## config.mk

```make
export PLATFORM = sky130hd
export DESIGN_NAME = aud_tx_drain
export DESIGN_NICKNAME = d
export VERILOG_FILES = /design/src/rtl/aud_tx_pkg.sv /design/src/rtl/aud_tx_store.sv /design/src/rtl/aud_tx_level.sv /design/src/rtl/aud_tx_drain_ctl.sv /design/src/rtl/aud_tx_irq.sv /design/src/rtl/aud_tx_drain.sv
export SDC_FILE = /design/constraint.sdc
export NUM_CORES = 1
export LEC_CHECK = 0
export ABC_AREA = 1
export BUFFER_PORTS_ARGS = -buffer_cell sky130_fd_sc_hd__clkbuf_2
export CORE_UTILIZATION = 54
export CTS_BUF_LIST = sky130_fd_sc_hd__clkbuf_8
export DETAILED_ROUTE_END_ITERATION = 8
export PLACE_DENSITY_LB_ADDON = 0.1
export SLEW_MARGIN = 10
export SYNTH_ARGS = -nofsm -noshare
export SYNTH_HDL_FRONTEND = slang
export SYNTH_SLANG_ARGS = --single-unit
```

## constraint.sdc

```tcl
create_clock -name clk -period 2 [get_ports clk]
set_input_delay 0.2 -clock clk [delete_from_list [all_inputs] [get_ports clk]]
set_output_delay 0.2 -clock clk [all_outputs]
set_load 0.01 [all_outputs]
```

## src/rtl/aud_tx_pkg.sv

```systemverilog
package aud_tx_pkg;
   typedef enum logic [2:0] {
      RA_CTRL  = 3'd0,
      RA_IMASK = 3'd1,
      RA_ICLR  = 3'd2,
      RA_MAIN  = 3'd3,
      RA_DATA  = 3'd4
   } reg_addr_e;

   localparam int CTRL_EN_BIT   = 0;
   localparam int CTRL_SLA_BIT  = 1;
   localparam int CTRL_SLB_BIT  = 2;
   localparam int NUM_CAUSES    = 3;
   localparam int ALLINT_W      = 7;
endpackage

```

## src/rtl/aud_tx_store.sv

```systemverilog
module aud_tx_store #(
   parameter int DEPTH = 8,
   parameter int SW    = 20
) (
   input  logic          clk,
   input  logic          rst_n,
   input  logic          clr,
   input  logic          push,
   input  logic [SW-1:0] din,
   input  logic          pop,
   output logic [SW-1:0] left,
   output logic [SW-1:0] right
);
   localparam int PW = $clog2(DEPTH);

   logic [SW-1:0] mem [DEPTH];
   logic [PW-1:0] wp, rp;

   always_ff @(posedge clk or negedge rst_n) begin
      if (!rst_n) begin
         wp <= '0;
         rp <= '0;
      end else if (clr) begin
         wp <= '0;
         rp <= '0;
      end else begin
         if (push) wp <= wp + PW'(1);
         if (pop)  rp <= rp + PW'(2);
      end
   end

   always_ff @(posedge clk) begin
      if (push && !clr) mem[wp] <= din;
   end

   assign left  = mem[rp];
   assign right = mem[rp + PW'(1)];
endmodule

```

## src/rtl/aud_tx_level.sv

```systemverilog
module aud_tx_level #(
   parameter int DEPTH = 8,
   parameter int LW    = $clog2(DEPTH + 1)
) (
   input  logic          clk,
   input  logic          rst_n,
   input  logic          clr,
   input  logic          push_req,
   input  logic          pop,
   input  logic          clr_ur,
   output logic          push_ok,
   output logic [LW-1:0] level,
   output logic          full,
   output logic          half,
   output logic          empty,
   output logic          ur
);
   localparam logic [LW-1:0] FULL_L = LW'(DEPTH);
   localparam logic [LW-1:0] HALF_L = LW'(DEPTH / 2);

   logic [LW-1:0] lvl_p, lvl_n;
   logic          f_n, h_n, e_n, u_n;

   assign push_ok = push_req && (level != FULL_L);

   always_comb begin
      lvl_p = level + LW'(push_ok);
      lvl_n = pop ? (lvl_p - LW'(2)) : lvl_p;
      f_n = full;
      h_n = half;
      e_n = empty;
      u_n = ur;
      if (clr_ur) u_n = 1'b0;
      if (push_ok) begin
         e_n = 1'b0;
         if (lvl_p >= HALF_L) h_n = 1'b0;
         if (lvl_p >= FULL_L) f_n = 1'b1;
      end
      if (pop) begin
         f_n = 1'b0;
         if (lvl_n <= HALF_L) h_n = 1'b1;
         if (lvl_n == '0) begin
            e_n = 1'b1;
            u_n = 1'b1;
         end
      end
   end

   always_ff @(posedge clk or negedge rst_n) begin
      if (!rst_n) begin
         level <= '0;
         full  <= 1'b0;
         half  <= 1'b1;
         empty <= 1'b1;
         ur    <= 1'b0;
      end else if (clr) begin
         level <= '0;
         full  <= 1'b0;
         half  <= 1'b1;
         empty <= 1'b1;
         ur    <= 1'b0;
      end else begin
         level <= lvl_n;
         full  <= f_n;
         half  <= h_n;
         empty <= e_n;
         ur    <= u_n;
      end
   end
endmodule

```

## src/rtl/aud_tx_drain_ctl.sv

```systemverilog
module aud_tx_drain_ctl #(
   parameter int DEPTH = 8,
   parameter int LW    = $clog2(DEPTH + 1)
) (
   input  logic          clk,
   input  logic          rst_n,
   input  logic          clr,
   input  logic          trig,
   input  logic          en,
   input  logic          slots_any,
   input  logic [LW-1:0] level,
   input  logic          ready,
   output logic          busy,
   output logic          pop
);
   localparam logic [LW-1:0] HALF_L = LW'(DEPTH / 2);

   logic          pend;
   logic [LW-1:0] cnt;
   logic          start;

   assign start = pend && en && slots_any && (level >= HALF_L) && !busy;
   assign pop   = busy && ready;

   always_ff @(posedge clk or negedge rst_n) begin
      if (!rst_n) begin
         pend <= 1'b0;
         busy <= 1'b0;
         cnt  <= '0;
      end else if (clr) begin
         pend <= 1'b0;
         busy <= 1'b0;
         cnt  <= '0;
      end else begin
         pend <= trig || (pend && busy);
         if (start) begin
            busy <= 1'b1;
            cnt  <= level >> 1;
         end else if (busy) begin
            if (!ready || cnt == LW'(1)) busy <= 1'b0;
            if (ready) cnt <= cnt - LW'(1);
         end
      end
   end
endmodule

```

## src/rtl/aud_tx_irq.sv

```systemverilog
module aud_tx_irq
   import aud_tx_pkg::*;
(
   input  logic                  clk,
   input  logic                  rst_n,
   input  logic                  clr,
   input  logic                  mask_we,
   input  logic [NUM_CAUSES-1:0] mask_d,
   input  logic                  ur,
   input  logic                  half,
   input  logic                  empty,
   input  logic                  busy,
   output logic [ALLINT_W-1:0]   all_ints,
   output logic                  irq
);
   logic [NUM_CAUSES-1:0] mask_q;
   logic [NUM_CAUSES-1:0] raw;

   always_ff @(posedge clk or negedge rst_n) begin
      if (!rst_n)       mask_q <= '0;
      else if (clr)     mask_q <= '0;
      else if (mask_we) mask_q <= mask_d;
   end

   assign raw      = {empty && !busy, half, ur};
   assign all_ints = {{(ALLINT_W - NUM_CAUSES){1'b0}}, raw};
   assign irq      = |(raw & mask_q);
endmodule

```

## src/rtl/aud_tx_drain.sv

```systemverilog
module aud_tx_drain
   import aud_tx_pkg::*;
#(
   parameter int DEPTH = 8,
   parameter int SW    = 20,
   parameter int LW    = $clog2(DEPTH + 1)
) (
   input  logic                clk,
   input  logic                rst_n,
   input  logic                wr_en,
   input  logic [2:0]          wr_addr,
   input  logic [SW-1:0]       wr_data,
   input  logic                codec_req,
   input  logic                snd_ready,
   output logic                snd_valid,
   output logic [SW-1:0]       snd_left,
   output logic [SW-1:0]       snd_right,
   output logic [LW-1:0]       fifo_level,
   output logic                flag_full,
   output logic                flag_half,
   output logic                flag_empty,
   output logic                flag_underrun,
   output logic [ALLINT_W-1:0] all_ints,
   output logic                irq
);
   if (DEPTH < 4 || (DEPTH & (DEPTH - 1)) != 0) begin : g_bad_depth
      $error("DEPTH must be a power of two of at least 4");
   end
   if (SW < NUM_CAUSES || SW > 32) begin : g_bad_sw
      $error("SW must lie between 3 and 32");
   end

   logic       wr_ctrl, wr_mask, wr_iclr, wr_main, push_req;
   logic       soft_clr, clr_ur, push_ok, pop, busy;
   logic       tx_en, slots_any;
   logic [2:0] ctrl_q;

   assign wr_ctrl  = wr_en && (wr_addr == RA_CTRL);
   assign wr_mask  = wr_en && (wr_addr == RA_IMASK);
   assign wr_iclr  = wr_en && (wr_addr == RA_ICLR);
   assign wr_main  = wr_en && (wr_addr == RA_MAIN);
   assign push_req = wr_en && (wr_addr == RA_DATA);
   assign soft_clr = wr_main && !wr_data[0];
   assign clr_ur   = wr_iclr && wr_data[0];

   always_ff @(posedge clk or negedge rst_n) begin
      if (!rst_n)       ctrl_q <= '0;
      else if (soft_clr) ctrl_q <= '0;
      else if (wr_ctrl) ctrl_q <= wr_data[2:0];
   end

   assign tx_en     = ctrl_q[CTRL_EN_BIT];
   assign slots_any = ctrl_q[CTRL_SLA_BIT] || ctrl_q[CTRL_SLB_BIT];

   aud_tx_store #(.DEPTH(DEPTH), .SW(SW)) u_store (
      .clk(clk), .rst_n(rst_n), .clr(soft_clr),
      .push(push_ok), .din(wr_data), .pop(pop),
      .left(snd_left), .right(snd_right)
   );

   aud_tx_level #(.DEPTH(DEPTH), .LW(LW)) u_level (
      .clk(clk), .rst_n(rst_n), .clr(soft_clr),
      .push_req(push_req), .pop(pop), .clr_ur(clr_ur),
      .push_ok(push_ok), .level(fifo_level), .full(flag_full),
      .half(flag_half), .empty(flag_empty), .ur(flag_underrun)
   );

   aud_tx_drain_ctl #(.DEPTH(DEPTH), .LW(LW)) u_drain (
      .clk(clk), .rst_n(rst_n), .clr(soft_clr),
      .trig(wr_en || codec_req), .en(tx_en), .slots_any(slots_any),
      .level(fifo_level), .ready(snd_ready), .busy(busy), .pop(pop)
   );

   aud_tx_irq u_irq (
      .clk(clk), .rst_n(rst_n), .clr(soft_clr),
      .mask_we(wr_mask), .mask_d(wr_data[NUM_CAUSES-1:0]),
      .ur(flag_underrun), .half(flag_half), .empty(flag_empty),
      .busy(busy), .all_ints(all_ints), .irq(irq)
   );

   assign snd_valid = busy;
endmodule

```

-- Word level (Yosys, flattened, before mapping)
Memories as Yosys holds them, arrays and structs flattened.
Cells that the tools add are included.
- bits in registers: 26
- memory bits (writable): 160
- input bits: 28
- output and inout bits: 57
- word-level logic and storage cells: 105
- memories: 1
- add/sub/neg operators: 6
- magnitude comparators: 4
- equality and inequality tests: 6
- muxes and demuxes: 38
- bitwise operators: 1
- reduce and logical (&&, ||, !) cells: 37
- memories (name ; words ; width ; read ports ; clocked after memory_dff ; write ports ; line ; text):
    u_store.mem ; 8 ; 20 ; 2 ; 0 ; 1 ; aud_tx_store.sv:16 ; logic [SW-1:0] mem [DEPTH];
- operator list (kind ; number):
    2-to-1 mux 1 bit ; 24
    2-to-1 mux 3 bit ; 8
    2-to-1 mux 4 bit ; 6
    logical AND 1 bit ; 16
    nonzero test 3 bit ; 4
    >= comparator 4 x 3 -> 1 bit, second input constant ; 2
    nonzero test 2 bit ; 4
    adder 3 x 1 -> 3 bit, second input constant ; 2
    == test 3 x 2 -> 1 bit, second input constant ; 2
    adder 4 x 1 -> 4 bit ; 1
    == test 4 x 1 -> 1 bit, second input constant ; 1
    >= comparator 4 bit, second input constant ; 1
    less-or-equal comparator 4 x 3 -> 1 bit, second input constant ; 1
    logical NOT 1 bit ; 4
    logical NOT 4 bit ; 1
    logical OR 1 bit ; 4
    inequality test 4 bit, second input constant ; 1
    AND reduction 2 bit ; 2
    subtractor 4 x 1 -> 4 bit, second input constant ; 1
    subtractor 4 x 2 -> 4 bit, second input constant ; 1
    adder 3 x 2 -> 3 bit, second input constant ; 1
    bitwise AND 3 bit ; 1
    == test 3 x 1 -> 1 bit, second input constant ; 1
    == test 3 bit, second input constant ; 1
    other kinds (2) ; 2

-- Logic depth before layout (Yosys ltp)
Gate-level depths: netlist (run 1).
- depth after elaboration: 10
- depth in mapped cells: 15
- mapped depth without buffers: 15

-- Hierarchy
Synthesis (run 1) repeated with hierarchy kept, for this count alone.
- cells, all modules: 859
- area total of the unflattened synthesis: 8370.5 um^2
- modules (own cells, without submodules) (module ; times used ; cells each ; area an instance (um^2) ; sequential area each (um^2)):
    aud_tx_store ; 1 ; 670 ; 7023.0 ; 4929.7
    aud_tx_level ; 1 ; 66 ; 499.2 ; 202.7
    aud_tx_drain_ctl ; 1 ; 63 ; 436.7 ; 150.1
    aud_tx_drain ; 1 ; 31 ; 206.4 ; 75.1
    aud_tx_irq ; 1 ; 29 ; 205.2 ; 75.1

-- Worst setup path before layout (run 1)
OpenSTA, ideal clock, no wires.
- path kind: reg2reg
- from: register u_level.level[2]
- to: memory u_store.mem[0][0], enable pin
- arrival time: 1.856 ns
- slack: -0.252 ns
- stages on the path, launching flop included: 7
- buffers on the path: 0
- clock period less this slack: 2.252 ns
- cell sequence: dfrtp_1 -> inv_2 -> nand2_2 -> nor2_2 -> nor2_4 -> nand2_1 -> nor2_1
- longest elaborated chain between the ends: 5
- ends and longest elaborated chain (item ; line ; text):
    start: declaration ; aud_tx_level.sv:12 ; output logic [LW-1:0] level,
    start signal: assignment ; aud_tx_level.sv:63 ; level <= lvl_n;
    inequality test 4 bit ; aud_tx_level.sv:24 ; assign push_ok = push_req && (level != FULL_L);
    logical AND 1 bit ; aud_tx_level.sv:24 ;
    logical AND 1 bit ; aud_tx_store.sv:33 ; if (push && !clr) mem[wp] <= din;
    2-to-1 mux 1 bit ; aud_tx_store.sv:33 ;
    2-to-1 mux 1 bit (not written as such) ; aud_tx_store.sv:33 ;
    end: declaration ; aud_tx_store.sv:16 ;
No other way between the ends.

-- Worst setup path in the final report (run 1)
- from: register u_store.rp[1]
- to: output snd_right[4]
- longest elaborated chain between the ends: 2
- ends and longest elaborated chain (item ; line ; text):
    start: declaration ; aud_tx_store.sv:17 ; logic [PW-1:0] wp, rp;
    start signal: assignment ; aud_tx_store.sv:28 ; if (pop) rp <= rp + PW'(2);
    adder 3 x 1 -> 3 bit ; aud_tx_store.sv:37 ; assign right = mem[rp + PW'(1)];
    memory (8 x 20 bit) ; -- ;
    end: declaration ; aud_tx_drain.sv:17 ; output logic [SW-1:0] snd_right,
No other way between the ends.

==> key figures, run 1 <==
Run status
  • Status: finished, final reports clean

Synthesis
  • Sequential share of the synthesized area: 73.33%
  • Yosys Warn Count: 0
  • Flops & latches, synth: 185
  • Mapped Avg Cell Area: 12.51 um2
  • Yosys cell types: 31
  • Post-synthesis cell count: 592
  • Post-Synthesis Cell Area: 0.007408 mm2

Clocking
  • TritonCTS clock tree: done
  • Clock Sinks: 185
  • Clock-pin slew on the worst setup and hold paths: 0.09 ns
  • CTS Buf Count: 17
  • Root Driver: clkbuf_8
  • Clock Latency Late Sink: 0.44 ns
  • # H-tree levels: 4
  • CTS Buffer Depth: 2

Routing
  • Per-cell routed wire length: 17.33 um
  • Initial DRC count: 393
  • Drt pass-1 iters: 5
  • WL final: 15,330 um
  • Remaining antenna violation count: 0
  • Drt via density: 5.489
  • Detailed-route via count: 4,858
  • DRC: 0

Floorplan
  • FP Rows: 42
  • Core Region: 0.01330 mm2
  • Die ar.: 0.01419 mm2
  • DIE WIDTH: 119.1 um
  • Starting Density: 55.72%
  • Io pins: 85
  • Die Y: 119.1 um

GRT
  • Largest net degree at the start of global routing: 48
  • Grt total ovfl: 0
  • Global-route wire length before repair: 23,800 um
  • All-Layer GR Usage: 22.60%
  • Initial antenna violation count: 0
  • Number of global-route vias before repair: 4,561

Setup path
  • Worst path slowest cell: dfrtp_2
  • WS Path Type: reg2out
  • Worst-path fanout max: 34
  • Worst path required time: 1.80 ns
  • Critical Path Start Type: register
  • Flop-to-flop setup slack: 0.10 ns
  • WP data arrival: 1.73 ns
  • Setup crit end kind: primary output
  • Slowest stage delay, CP: 0.48 ns
  • CP Cell Sequence: buf_6 > o21ai_0 > o22ai_1 > clkbuf_2

Pwr
  • PwrDens: 1265 mW/mm2
  • Total Power: 11.00 mW
  • Int Pwr: 7.042 mW
  • Switching power: 3.957 mW
  • Leakage power: 3.285 nW
  • Sequential power share: 42.3%
  • Switching share of power: 35.97%
  • Comb power frac: 36.5%
  • Clk pwr share: 21.2%
  • Peak VDD IR: 0.7925 mV

STA
  • Clock period minus worst slack: 1.934 ns
  • Slew @ Worst Pin: 0.6270 ns
  • Fmax: 517.1 MHz
  • Hold_ws: 0.03437 ns
  • Slew headroom: 58.20%
  • Max Slew Vio Count: 0
  • Hold Violations, Final: 0
  • Setup violations, final: 0
  • RSZ-0062 raised after global routing: yes
  • Final period util: 96.70%
  • Skew final: 0.01059 ns

Layout
  • Final-layout fill cell count: 1,004
  • Layout cell share with drive strength beyond 1: 24.40%
  • Reg area: 0.005434 mm2
  • Area growth, synth to finish: 17.36%
  • Area occupied by multi-input gates: 0.001768 mm2
  • Antenna cells: 0
  • Fin nets: 729
  • Cell area after layout: 0.008695 mm2

Place
  • Detailed Place HPWL: 9631 um
  • IO Port Bufs: 80
  • GPL Wtd Cong: 0.8485
  • Placed Area: 0.008209 mm2

Min path
  • Hold crit path type: in2reg

Job
  • Max Cap Viol: 0
## placed cells by master, fill, tap and decap left out, types with 6 or more instances in the layout
cell type	count
a21oi_1	6
buf_12	6
buf_4	21
clkbuf_2	77
clkbuf_8	17
dfrtp_1	22
edfxtp_1	160
inv_1	31
nand2_1	51
nand2_2	7
nand3_1	19
nor2_1	93
nor2_2	11
o21ai_0	91
o22ai_1	38
## area by class of cell
type,count,share of cell area [%]
Clock buffer,17,2.691
Clock inverter,15,1.583
Inverter,31,1.511
Multi-Input combinational cell,347,20.33
Sequential cell,185,62.50
Tap cell,176,2.533
Timing Repair Buffer,114,8.850
## registers in the layout (all words and copies together) (netlist names)
name,flops
ctrl_q,3
u_store.mem,160
u_level.full,1
u_level.half,1
u_level.empty,1
u_level.level,4
u_store.rp,2
u_level.ur,1
u_irq.mask_q,3
u_drain.pend,1
u_store.wp,3
u_drain.busy,1
u_drain.cnt,4
## path summary, 6_finish.rpt
path                                       startpoint                     endpoint  depth (start not counted)
setup / recovery            u_store.rp[1]$_DFFE_PN0N_                 snd_right[4]                          4
hold / removal                             wr_data[9]  u_store.mem[0][9]$_DFFE_PP_                          1
max in group asynchronous                       rst_n    u_store.rp[1]$_DFFE_PN0N_                          2
setup reg to reg           u_level.level[1]$_DFF_PN0_         u_level.ur$_DFF_PN0_                         10
min in group asynchronous                       rst_n  u_irq.mask_q[0]$_DFFE_PN0P_                          2
hold reg to reg                 ctrl_q[0]$_DFFE_PN0P_        ctrl_q[0]$_DFFE_PN0P_                          2
## metal layers
layer | up-vias | wire, um | track usage, %
li1 | 2328 | - | -
met1 | 2364 | 6911 | 30.13
met2 | 142 | 7264 | 35.50
met3 | 24 | 824 | 5.460
met4 | 0 | 334 | 9.968
met5 | - | 0 | 0
## power by group through the flow
stage | combinational, mW | sequential [mW] | clock [mW]
3_5_place_dp | 3.89 | 4.72 | 0
4_1_cts | 3.96 | 4.64 | 2.38
6_report | 4.02 | 4.65 | 2.33
3_3_place_gp | 3.82 | 4.70 | 0
2_1_floorplan | 2.30 | 4.74 | 0
5_1_grt | 4.45 | 4.68 | 2.53
## through the flow
stage	cells	util [%]	worst slack [ns]	setup TNS (ns)
floorplan	595	-	-0.2525	-39.39
global placement	850	61.74	0.1004	0
detailed placement	850	61.74	-0.04051	-0.05800
CTS	885	65.01	-0.01875	-0.04652
global route	885	65.40	-0.03729	-0.2212
finish	885	65.40	0.06596	0
## cells in the mapped netlist, drive strengths merged
cell type / count / area, um2
nand4: 4 / 25.02
ha: 5 / 62.56
inv: 31 / 118.9
nand2: 58 / 232.7
nand3: 19 / 95.09
a211o: 1 / 8.760
dfstp: 2 / 52.55
dfrtp: 23 / 575.6
clkbuf: 20 / 75.07
conb: 1 / 3.750
nor2: 107 / 435.4
a21oi: 7 / 46.30
xor2: 2 / 17.52
o22ai: 40 / 250.2
o211ai: 2 / 15.01
buf: 12 / 85.07
edfxtp: 160 / 4805
o21ai: 95 / 486.7
nor3: 2 / 10.01
nand3b: 1 / 7.510
## cells by family (layout without fill, tap and decap cells)
family	after synthesis	in the layout	share of synthesized area [%]
buffers and inverters	63	177	3.766
and+or+nand+nor	191	191	10.88
xor gates and xnor gates	2	2	0.2365
AOI/OAI and AO/OA	145	145	10.89
other	1	4	0.05062
DFF	185	185	73.33
adders and majority gates	5	5	0.8445
## repair_timing
item | CTS | global route
setup endpoints to repair | 42 | 27
hold buffers | 3 | 0
setup buffers | 0 | 0
endpoints found under the hold margin | 32 | 0
gates resized for setup | 8 | 17
pin swaps | 0 | 2
## worst max-delay path: cells and delay by family, from the launching register on
| family | cells | cell delay (ns) |
|---|---|---|
| flops | 1 | 0.48 |
| compound gates | 2 | 0.36 |
| buf+inv | 2 | 0.44 |
Power figures use the tool's default switching activity.
==> run 2, diff against run 1 <==
--- a/config.mk
+++ b/config.mk
@@ -5,13 +5,12 @@
 export SDC_FILE = /design/constraint.sdc
 export NUM_CORES = 1
 export LEC_CHECK = 0
-export ABC_AREA = 1
 export BUFFER_PORTS_ARGS = -buffer_cell sky130_fd_sc_hd__clkbuf_2
 export CORE_UTILIZATION = 54
 export CTS_BUF_LIST = sky130_fd_sc_hd__clkbuf_8
 export DETAILED_ROUTE_END_ITERATION = 8
 export PLACE_DENSITY_LB_ADDON = 0.1
-export SLEW_MARGIN = 10
+export SLEW_MARGIN = 20
 export SYNTH_ARGS = -nofsm -noshare
 export SYNTH_HDL_FRONTEND = slang
 export SYNTH_SLANG_ARGS = --single-unit
==> key figures, run 2 <==
Routing
  • Detailed-route via count: 3,759 (was 4,858)
  • Per-cell routed wire length: 20.70 um (was 17.33 um)
  • Drt via density: 5.561 (was 5.489)
  • DRC: 0 (unchanged)
  • Initial DRC count: 219 (was 393)
  • Drt pass-1 iters: 4 (was 5)
  • Remaining antenna violation count: 0 (unchanged)
  • WL final: 13,990 um (was 15,330 um)

Pwr
  • Peak VDD IR: 0.6273 mV (was 0.7925 mV)
  • Leakage power: 3.156 nW (was 3.285 nW)
  • PwrDens: 1113 mW/mm2 (was 1265 mW/mm2)
  • Total Power: 9.949 mW (was 11.00 mW)

Job
  • Max Cap Viol: 0 (unchanged)

GRT
  • Number of global-route vias before repair: 3,691 (was 4,561)
  • Grt total ovfl: 0 (unchanged)
  • Global-route wire length before repair: 20,540 um (was 23,800 um)
  • Largest net degree at the start of global routing: 26 (was 48)
  • Initial antenna violation count: 0 (unchanged)
  • All-Layer GR Usage: 21.78% (was 22.60%)

Setup path
  • CP Cell Sequence: or4b_4 > nand3_4 > inv_4 > ha_4 > ha_4 > xor2_4 > nand3_2 > o2111a_1 > a211o_1 (was buf_6 > o21ai_0 > o22ai_1 > clkbuf_2)
  • Buf/Inv on CP: 1 (was 2)
  • Worst path required time: 2.38 ns (was 1.80 ns)
  • Worst-path fanout max: 7 (was 34)
  • WS Path Type: reg2reg (was reg2out)
  • WP data arrival: 2.62 ns (was 1.73 ns)
  • Crit-path most repeated cell: ha_4
  • Setup crit end kind: register (was primary output)
  • Top delay family on crit path: simple AND/OR/NAND/NOR gates (was flip-flops)
  • Critical Path Start Type: register (unchanged)
  • Slowest stage delay, CP: 0.56 ns (was 0.48 ns)
  • Worst path slowest cell: or4b_4 (was dfrtp_2)

Floorplan
  • Core Region: 0.01277 mm2 (was 0.01330 mm2)
  • Die ar.: 0.01373 mm2 (was 0.01419 mm2)
  • Starting Density: 56.10% (was 55.72%)
  • Io pins: 85 (unchanged)
  • Die Y: 117.2 um (was 119.1 um)
  • DIE WIDTH: 117.2 um (was 119.1 um)
  • FP Rows: 41 (was 42)

STA
  • Final setup margin: -0.2348 ns (was 0.06596 ns)
  • Hold_ws: 0.02924 ns (was 0.03437 ns)
  • Slew headroom: 52.09% (was 58.20%)
  • Setup violations, final: 68 (was 0)
  • Hold Violations, Final: 0 (unchanged)
  • Slew @ Worst Pin: 0.7163 ns (was 0.6270 ns)
  • Skew final: 0.01014 ns (was 0.01059 ns)
  • Clock period minus worst slack: 2.235 ns (was 1.934 ns)
  • RSZ-0062 raised after global routing: yes (unchanged)
  • Fmax: 447.5 MHz (was 517.1 MHz)
  • Max Slew Vio Count: 0 (unchanged)
  • Final period util: 111.7% (was 96.70%)

Clocking
  • TritonCTS clock tree: done (unchanged)
  • CTS Buf Count: 17 (unchanged)
  • # H-tree levels: 4 (unchanged)
  • Root Driver: clkbuf_8 (unchanged)
  • Clock Latency Late Sink: 0.44 ns (about the same)
  • Clock Sinks: 185 (unchanged)
  • CTS Buffer Depth: 2 (unchanged)
  • Clock-pin slew on the worst setup and hold paths: 0.09 ns (about the same)

Layout
  • Layout cell share with drive strength beyond 1: 46.03% (was 24.40%)
  • Antenna cells: 0 (unchanged)
  • Largest register FFs: 160 (unchanged)
  • Final core occ: 69.97% (was 65.40%)
  • Most common cell after layout, fill and taps aside: edfxtp_1 (unchanged)
  • Commonest cells after routing, fill and taps aside: edfxtp_1 (160), clkbuf_2 (77), mux4_2 (40) (was edfxtp_1 (160), nor2_1 (93), o21ai_0 (91))
  • Final-layout fill cell count: 827 (was 1,004)
  • Largest regs: u_store.mem x160, u_drain.cnt x4, u_level.level x4 (unchanged)
  • Cell area after layout: 0.008937 mm2 (was 0.008695 mm2)
  • Largest register by flop count: u_store.mem (unchanged)
  • Area growth, synth to finish: 24.72% (was 17.36%)
  • Fin nets: 524 (was 729)

Min path
  • Hold crit path type: in2reg (unchanged)

Synthesis
  • Most frequently used cell type in the post-synthesis netlist: edfxtp_1 (unchanged)
  • Post-synthesis cell count: 355 (was 592)
  • Yosys Warn Count: 0 (unchanged)
  • Yosys cell types: 46 (was 31)
  • Synth area leaders: edfxtp_1 (67%), mux4_2 (13%), dfrtp_1 (8.0%) (was edfxtp_1 (65%), dfrtp_1 (7.8%), o21ai_0 (6.3%))
  • Number of synthesized flops with an enable pin: 160 (unchanged)
  • Mapped Avg Cell Area: 20.18 um2 (was 12.51 um2)
  • Most used DFF post-synth: edfxtp_1 (unchanged)
  • Post-synth top cells: edfxtp_1 (160), mux4_2 (40), dfrtp_1 (23) (was edfxtp_1 (160), nor2_1 (101), o21ai_0 (93))
  • Flops & latches, synth: 185 (unchanged)
  • Sequential share of the synthesized area: 75.82% (was 73.33%)
  • Post-Synthesis Cell Area: 0.007166 mm2 (was 0.007408 mm2)
  • Asr flop ratio synth: 13.51% (unchanged)
  • Synth top area share: 67.05% (was 64.85%)
  • Yosys top cell by area: edfxtp_1 (unchanged)

Run status
  • Failing checks: setup timing
  • Status: complete, but fails checks (was finished, final reports clean)

Place
  • Pre-CTS setup slack: -0.2973 ns (was -0.04051 ns)
  • GPL Wtd Cong: 0.7924 (was 0.8485)
  • IO Port Bufs: 80 (unchanged)
  • Placed Area: 0.008177 mm2 (was 0.008209 mm2)
  • Detailed Place HPWL: 8224 um (was 9631 um)
run 2: cell count changes after synthesis, moves of 17 or more:
cell,change
o22ai_1,-39
o21ai_0,-89
nor2_1,-82
inv_1,-24
mux4_2,+40
nand2_1,-42
clkbuf_1,-17
run 2: path summary, 6_finish.rpt:
path | from | endpoint | slack, ns | cells after the start
max in group asynchronous | rst_n | u_store.rp[2]$_DFFE_PN0N_ | 1.25 | 2
min in group asynchronous | rst_n | u_drain.pend$_DFF_PN0_ | 0.30 | 2
worst min register to register | u_irq.mask_q[0]$_DFFE_PN0P_ | u_irq.mask_q[0]$_DFFE_PN0P_ | 0.53 | 1
worst min-delay path | wr_data[5] | u_store.mem[2][5]$_DFFE_PP_ | 0.03 | 1
worst max-delay path | u_level.level[2]$_DFF_PN0_ | u_level.half$_DFF_PN1_ | -0.23 | 9
worst max register to register | u_level.level[2]$_DFF_PN0_ | u_level.half$_DFF_PN1_ | -0.23 | 9
run 2: metrics by stage:
| stage | cells | setup TNS, ns |
|---|---|---|
| 6_report | 676 | -3.245 |
| 5_1_grt | 676 | -8.698 |
| 4_1_cts | 670 | -4.453 |
| 3_5_place_dp | 626 | -7.339 |
| 3_3_place_gp | 626 | -6.193 |
| 2_1_floorplan | 358 | -12.98 |
run 2: final cells by class:
type	instances	area, um2	area share (%)
clock buffers	17	234.0	2.618
clock inverters	15	158.9	1.778
inverters	5	21.27	0.2380
multi-input cells	149	1809	20.24
flip-flops and latches	185	5438	60.84
well taps	172	215.2	2.408
repair buffers	133	1061	11.87
run 2: what timing repair did:
action / 4_1_cts / 5_1_grt
gates cloned: 7 / 1
buffers inserted: 4 / 8
pin swaps: 14 / 13
endpoints found under the setup margin: 105 / 123
hold buffers: 2 / 0
resized for setup: 17 / 12
endpoints found under the hold margin: 24 / 0
run 2: logic make-up after synthesis:
kind of cell / count (synthesis) / synth area share (%)
flip-flops: 185 / 75.82
AO/OA/AOI/OAI: 22 / 2.096
adder cells (fa/ha/maj): 5 / 0.8731
buffers and inverters: 26 / 1.868
other: 1 / 0.05233
AND/OR/NAND/NOR: 60 / 4.697
XOR/XNOR: 12 / 1.467
multiplexers: 44 / 13.13
run 2: report_power, final:
part	switching (mW)	leakage, nW	internal, mW
Combinational	1.34	1.20	1.55
Clock	1.25	0.203	1.22
Sequential	0.174	1.75	4.41
run 2: per-layer routing:
layer | up-vias | GRT usage, % | wire, um
li1 | 1703 | - | -
met1 | 1966 | 29.76 | 6110
met2 | 85 | 35.18 | 7303
met3 | 5 | 5.098 | 494
met4 | 0 | 7.004 | 82
met5 | - | 0 | 0
run 2: worst reg2reg max path, stage by stage, from the launching register on:
cell and delay [ns]:
dfrtp_2 0.42, or4b_4 0.56, nand3_4 0.09, inv_4 0.05, ha_4 0.16, ha_4 0.17, xor2_4 0.24, nand3_2 0.09
o2111a_1 0.14, a211o_1 0.26
==> run 3, diff against run 2 <==
--- a/config.mk
+++ b/config.mk
@@ -13,4 +13,5 @@
 export SLEW_MARGIN = 20
 export SYNTH_ARGS = -nofsm -noshare
 export SYNTH_HDL_FRONTEND = slang
+export SYNTH_HIERARCHICAL = 1
 export SYNTH_SLANG_ARGS = --single-unit
==> key figures, run 3 <==
Floorplan
  • Die Y: 118.4 um (was 117.2 um)
  • Io pins: 85 (unchanged)
  • Die ar.: 0.01401 mm2 (was 0.01373 mm2)
  • FP Rows: 42 (was 41)
  • Starting Density: 55.22% (was 56.10%)
  • Core Region: 0.01324 mm2 (was 0.01277 mm2)
  • DIE WIDTH: 118.4 um (was 117.2 um)

Setup path
  • Crit-path most repeated cell: ha_4 (unchanged)
  • CP Cell Sequence: or4b_4 > nand2_4 > inv_4 > ha_4 > ha_4 > xnor2_4 > mux2_4 > a31oi_1 > o21ai_1 (was or4b_4 > nand3_4 > inv_4 > ha_4 > ha_4 > xor2_4 > nand3_2 > o2111a_1 > a211o_1)
  • Buf/Inv on CP: 1 (unchanged)
  • WP data arrival: 2.62 ns (about the same)
  • WS Path Type: reg2reg (unchanged)
  • Worst path required time: 2.39 ns (was 2.38 ns)
  • Setup crit end kind: register (unchanged)
  • Slowest stage delay, CP: 0.57 ns (was 0.56 ns)
  • Flop-to-flop setup slack: -0.23 ns (about the same)
  • Worst path slowest cell: or4b_4 (unchanged)
  • Top delay family on crit path: simple AND/OR/NAND/NOR gates (unchanged)
  • Worst-path fanout max: 3 (was 7)
  • Critical Path Start Type: register (unchanged)

Synthesis
  • Most frequently used cell type in the post-synthesis netlist: edfxtp_1 (unchanged)
  • Yosys cell types: 52 (was 46)
  • Asr flop ratio synth: 13.51% (unchanged)
  • Mapped Avg Cell Area: 19.92 um2 (was 20.18 um2)
  • Most used DFF post-synth: edfxtp_1 (unchanged)
  • Sequential share of the synthesized area: 74.30% (was 75.82%)
  • Post-synth top cells: edfxtp_1 (160), mux4_2 (37), dfrtp_1 (23) (was edfxtp_1 (160), mux4_2 (40), dfrtp_1 (23))
  • Synth top area share: 65.71% (was 67.05%)
  • Number of synthesized flops with an enable pin: 160 (unchanged)
  • Yosys top cell by area: edfxtp_1 (unchanged)
  • Post-Synthesis Cell Area: 0.007312 mm2 (was 0.007166 mm2)
  • Synth area leaders: edfxtp_1 (66%), mux4_2 (11%), dfrtp_1 (7.9%) (was edfxtp_1 (67%), mux4_2 (13%), dfrtp_1 (8.0%))
  • Yosys Warn Count: 6 (was 0)
  • Flops & latches, synth: 185 (unchanged)
  • Post-synthesis cell count: 367 (was 355)

Clocking
  • CTS Buffer Depth: 2 (unchanged)
  • # H-tree levels: 4 (unchanged)
  • Clock-pin slew on the worst setup and hold paths: 0.09 ns (about the same)
  • CTS Buf Count: 17 (unchanged)
  • Root Driver: clkbuf_8 (unchanged)
  • Clock Latency Late Sink: 0.46 ns (was 0.44 ns)
  • TritonCTS clock tree: done (unchanged)
  • Clock Sinks: 185 (unchanged)

GRT
  • Global-route wire length before repair: 22,130 um (was 20,540 um)
  • Grt total ovfl: 0 (unchanged)
  • All-Layer GR Usage: 22.08% (was 21.78%)
  • Initial antenna violation count: 0 (unchanged)
  • Largest net degree at the start of global routing: 26 (unchanged)
  • Number of global-route vias before repair: 3,882 (was 3,691)

STA
  • Setup violations, final: 91 (was 68)
  • RSZ-0062 raised after global routing: yes (unchanged)
  • Slew @ Worst Pin: 0.6084 ns (was 0.7163 ns)
  • Slew headroom: 59.44% (was 52.09%)
  • Clock period minus worst slack: 2.226 ns (was 2.235 ns)
  • Max Slew Vio Count: 0 (unchanged)
  • Final setup margin: -0.2265 ns (was -0.2348 ns)
  • Hold Violations, Final: 0 (unchanged)
  • Skew final: 0.007654 ns (was 0.01014 ns)
  • Fmax: 449.1 MHz (was 447.5 MHz)
  • Final period util: 111.3% (was 111.7%)

Layout
  • Layout cell share with drive strength beyond 1: 47.84% (was 46.03%)
  • Largest register FFs: 160 (unchanged)
  • Final core occ: 70.27% (was 69.97%)
  • Antenna cells: 0 (unchanged)
  • Largest regs: u_store/mem x160, u_drain/cnt x4, u_level/level x4 (was u_store.mem x160, u_drain.cnt x4, u_level.level x4)
  • Area growth, synth to finish: 27.26% (was 24.72%)
  • Commonest cells after routing, fill and taps aside: edfxtp_1 (160), clkbuf_2 (73), mux4_2 (40) (was edfxtp_1 (160), clkbuf_2 (77), mux4_2 (40))
  • Layout Cells excl Fill: 709 (was 676)
  • Most common cell after layout, fill and taps aside: edfxtp_1 (unchanged)
  • Fin nets: 553 (was 524)
  • Largest register by flop count: u_store/mem (was u_store.mem)

Run status
  • Failing checks: setup timing (unchanged)
  • Status: complete, but fails checks (unchanged)

Routing
  • DRC: 0 (unchanged)
  • Detailed-route via count: 3,982 (was 3,759)
  • WL final: 14,990 um (was 13,990 um)
  • Drt pass-1 iters: 4 (unchanged)
  • Per-cell routed wire length: 21.14 um (was 20.70 um)
  • Remaining antenna violation count: 0 (unchanged)
  • Initial DRC count: 279 (was 219)
  • Drt via density: 5.616 (was 5.561)

Place
  • IO Port Bufs: 80 (unchanged)
  • GPL Wtd Cong: 0.8215 (was 0.7924)
  • Cell total after placement: 648 (was 626)
  • Detailed Place HPWL: 8667 um (was 8224 um)

Pwr
  • Total Power: 10.11 mW (was 9.949 mW)
  • PwrDens: 1086 mW/mm2 (was 1113 mW/mm2)
  • Peak VDD IR: 0.7134 mV (was 0.6273 mV)
  • Leakage power: 3.348 nW (was 3.156 nW)

Job
  • Max Cap Viol: 0 (unchanged)

Min path
  • Hold crit path type: in2reg (unchanged)
[run 3: worst reg2reg max path: cells and delay by family (launching register included)]
kind | cells | cell delay, ns
buf+inv | 1 | 0.04
flops | 1 | 0.41
compound gates | 2 | 0.21
mux | 1 | 0.31
fa+ha+maj | 2 | 0.34
xor+xnor | 1 | 0.18
simple gates | 2 | 0.67
[run 3: per-layer routing]
metal	up-vias	GRT usage (%)	share of wire [%]
met3	19	4.488	4.1
met2	114	35.22	52
met1	2073	30.23	43
met4	0	8.654	1.4
met5	-	0	0
li1	1776	-	-
[run 3: worst paths after layout]
check,startpoint,end,cells after the start
max,u_level/level[2]$_DFF_PN0_,u_level/half$_DFF_PN1_,9
min,wr_data[18],u_store/mem[6][18]$_DFFE_PP_,1
max reg2reg,u_level/level[2]$_DFF_PN0_,u_level/half$_DFF_PN1_,9
min reg2reg,u_level/full$_DFFE_PN0P_,u_level/full$_DFFE_PN0P_,1
max in group asynchronous,rst_n,u_store/rp[2]$_DFFE_PN0P_,2
min in group asynchronous,rst_n,u_drain/busy$_DFF_PN0_,2
[run 3: area by class of cell]
cell class                 instances  area, um2
sequential                       185       5439
fill                             862       3938
multi-input combinational        160       1899
timing repair buffer             150       1314
clock buffer                      17      234.0
tap                              176      220.2
clock inverter                    15      173.9
inverter                           6      25.02
[run 3: stage by stage]
stage / instance area (um2) / setup slack (ns) / hold WS, ns / TNS (ns)
after floorplan: 7445 / -0.2781 / -0.09559 / -20.37
after global placement: 8334 / -0.1586 / 0.2426 / -0.6635
after detailed placement: 8334 / -0.2278 / 0.2401 / -1.379
after CTS: 9104 / -0.2004 / 0.0004483 / -3.633
after global routing: 9305 / -0.2875 / -0.005675 / -13.28
final: 9305 / -0.2265 / 0.02046 / -4.490
[run 3: timing repair]
item,4_1_cts,5_1_grt
resized for setup,25,26
gates cloned,4,6
hold buffers,8,0
setup buffers,9,6
hold endpoints to repair,67,0
pin swaps,9,12
setup endpoints to repair,42,152
[run 3: power by group]
group,internal [mW],total (mW),switching [mW]
combinational,1.59,2.94,1.35
sequential,4.42,4.62,0.204
clock,1.24,2.55,1.31
total,7.24,10.1,2.86
[run 3: kinds of logic (layout without fill, tap and decap cells)]
| family | Yosys count | count (layout) | share of synthesized area [%] |
|---|---|---|---|
| multiplexers | 45 | 45 | 13.18 |
| flip-flops | 185 | 185 | 74.30 |
| buffers and inverters | 25 | 188 | 2.669 |
| AO/OA/AOI/OAI | 30 | 30 | 2.772 |
| AND/OR/NAND/NOR | 67 | 67 | 5.099 |
| XOR/XNOR | 9 | 9 | 1.078 |
| adder cells (fa/ha/maj) | 5 | 5 | 0.8556 |
| other | 1 | 4 | 0.05129 |
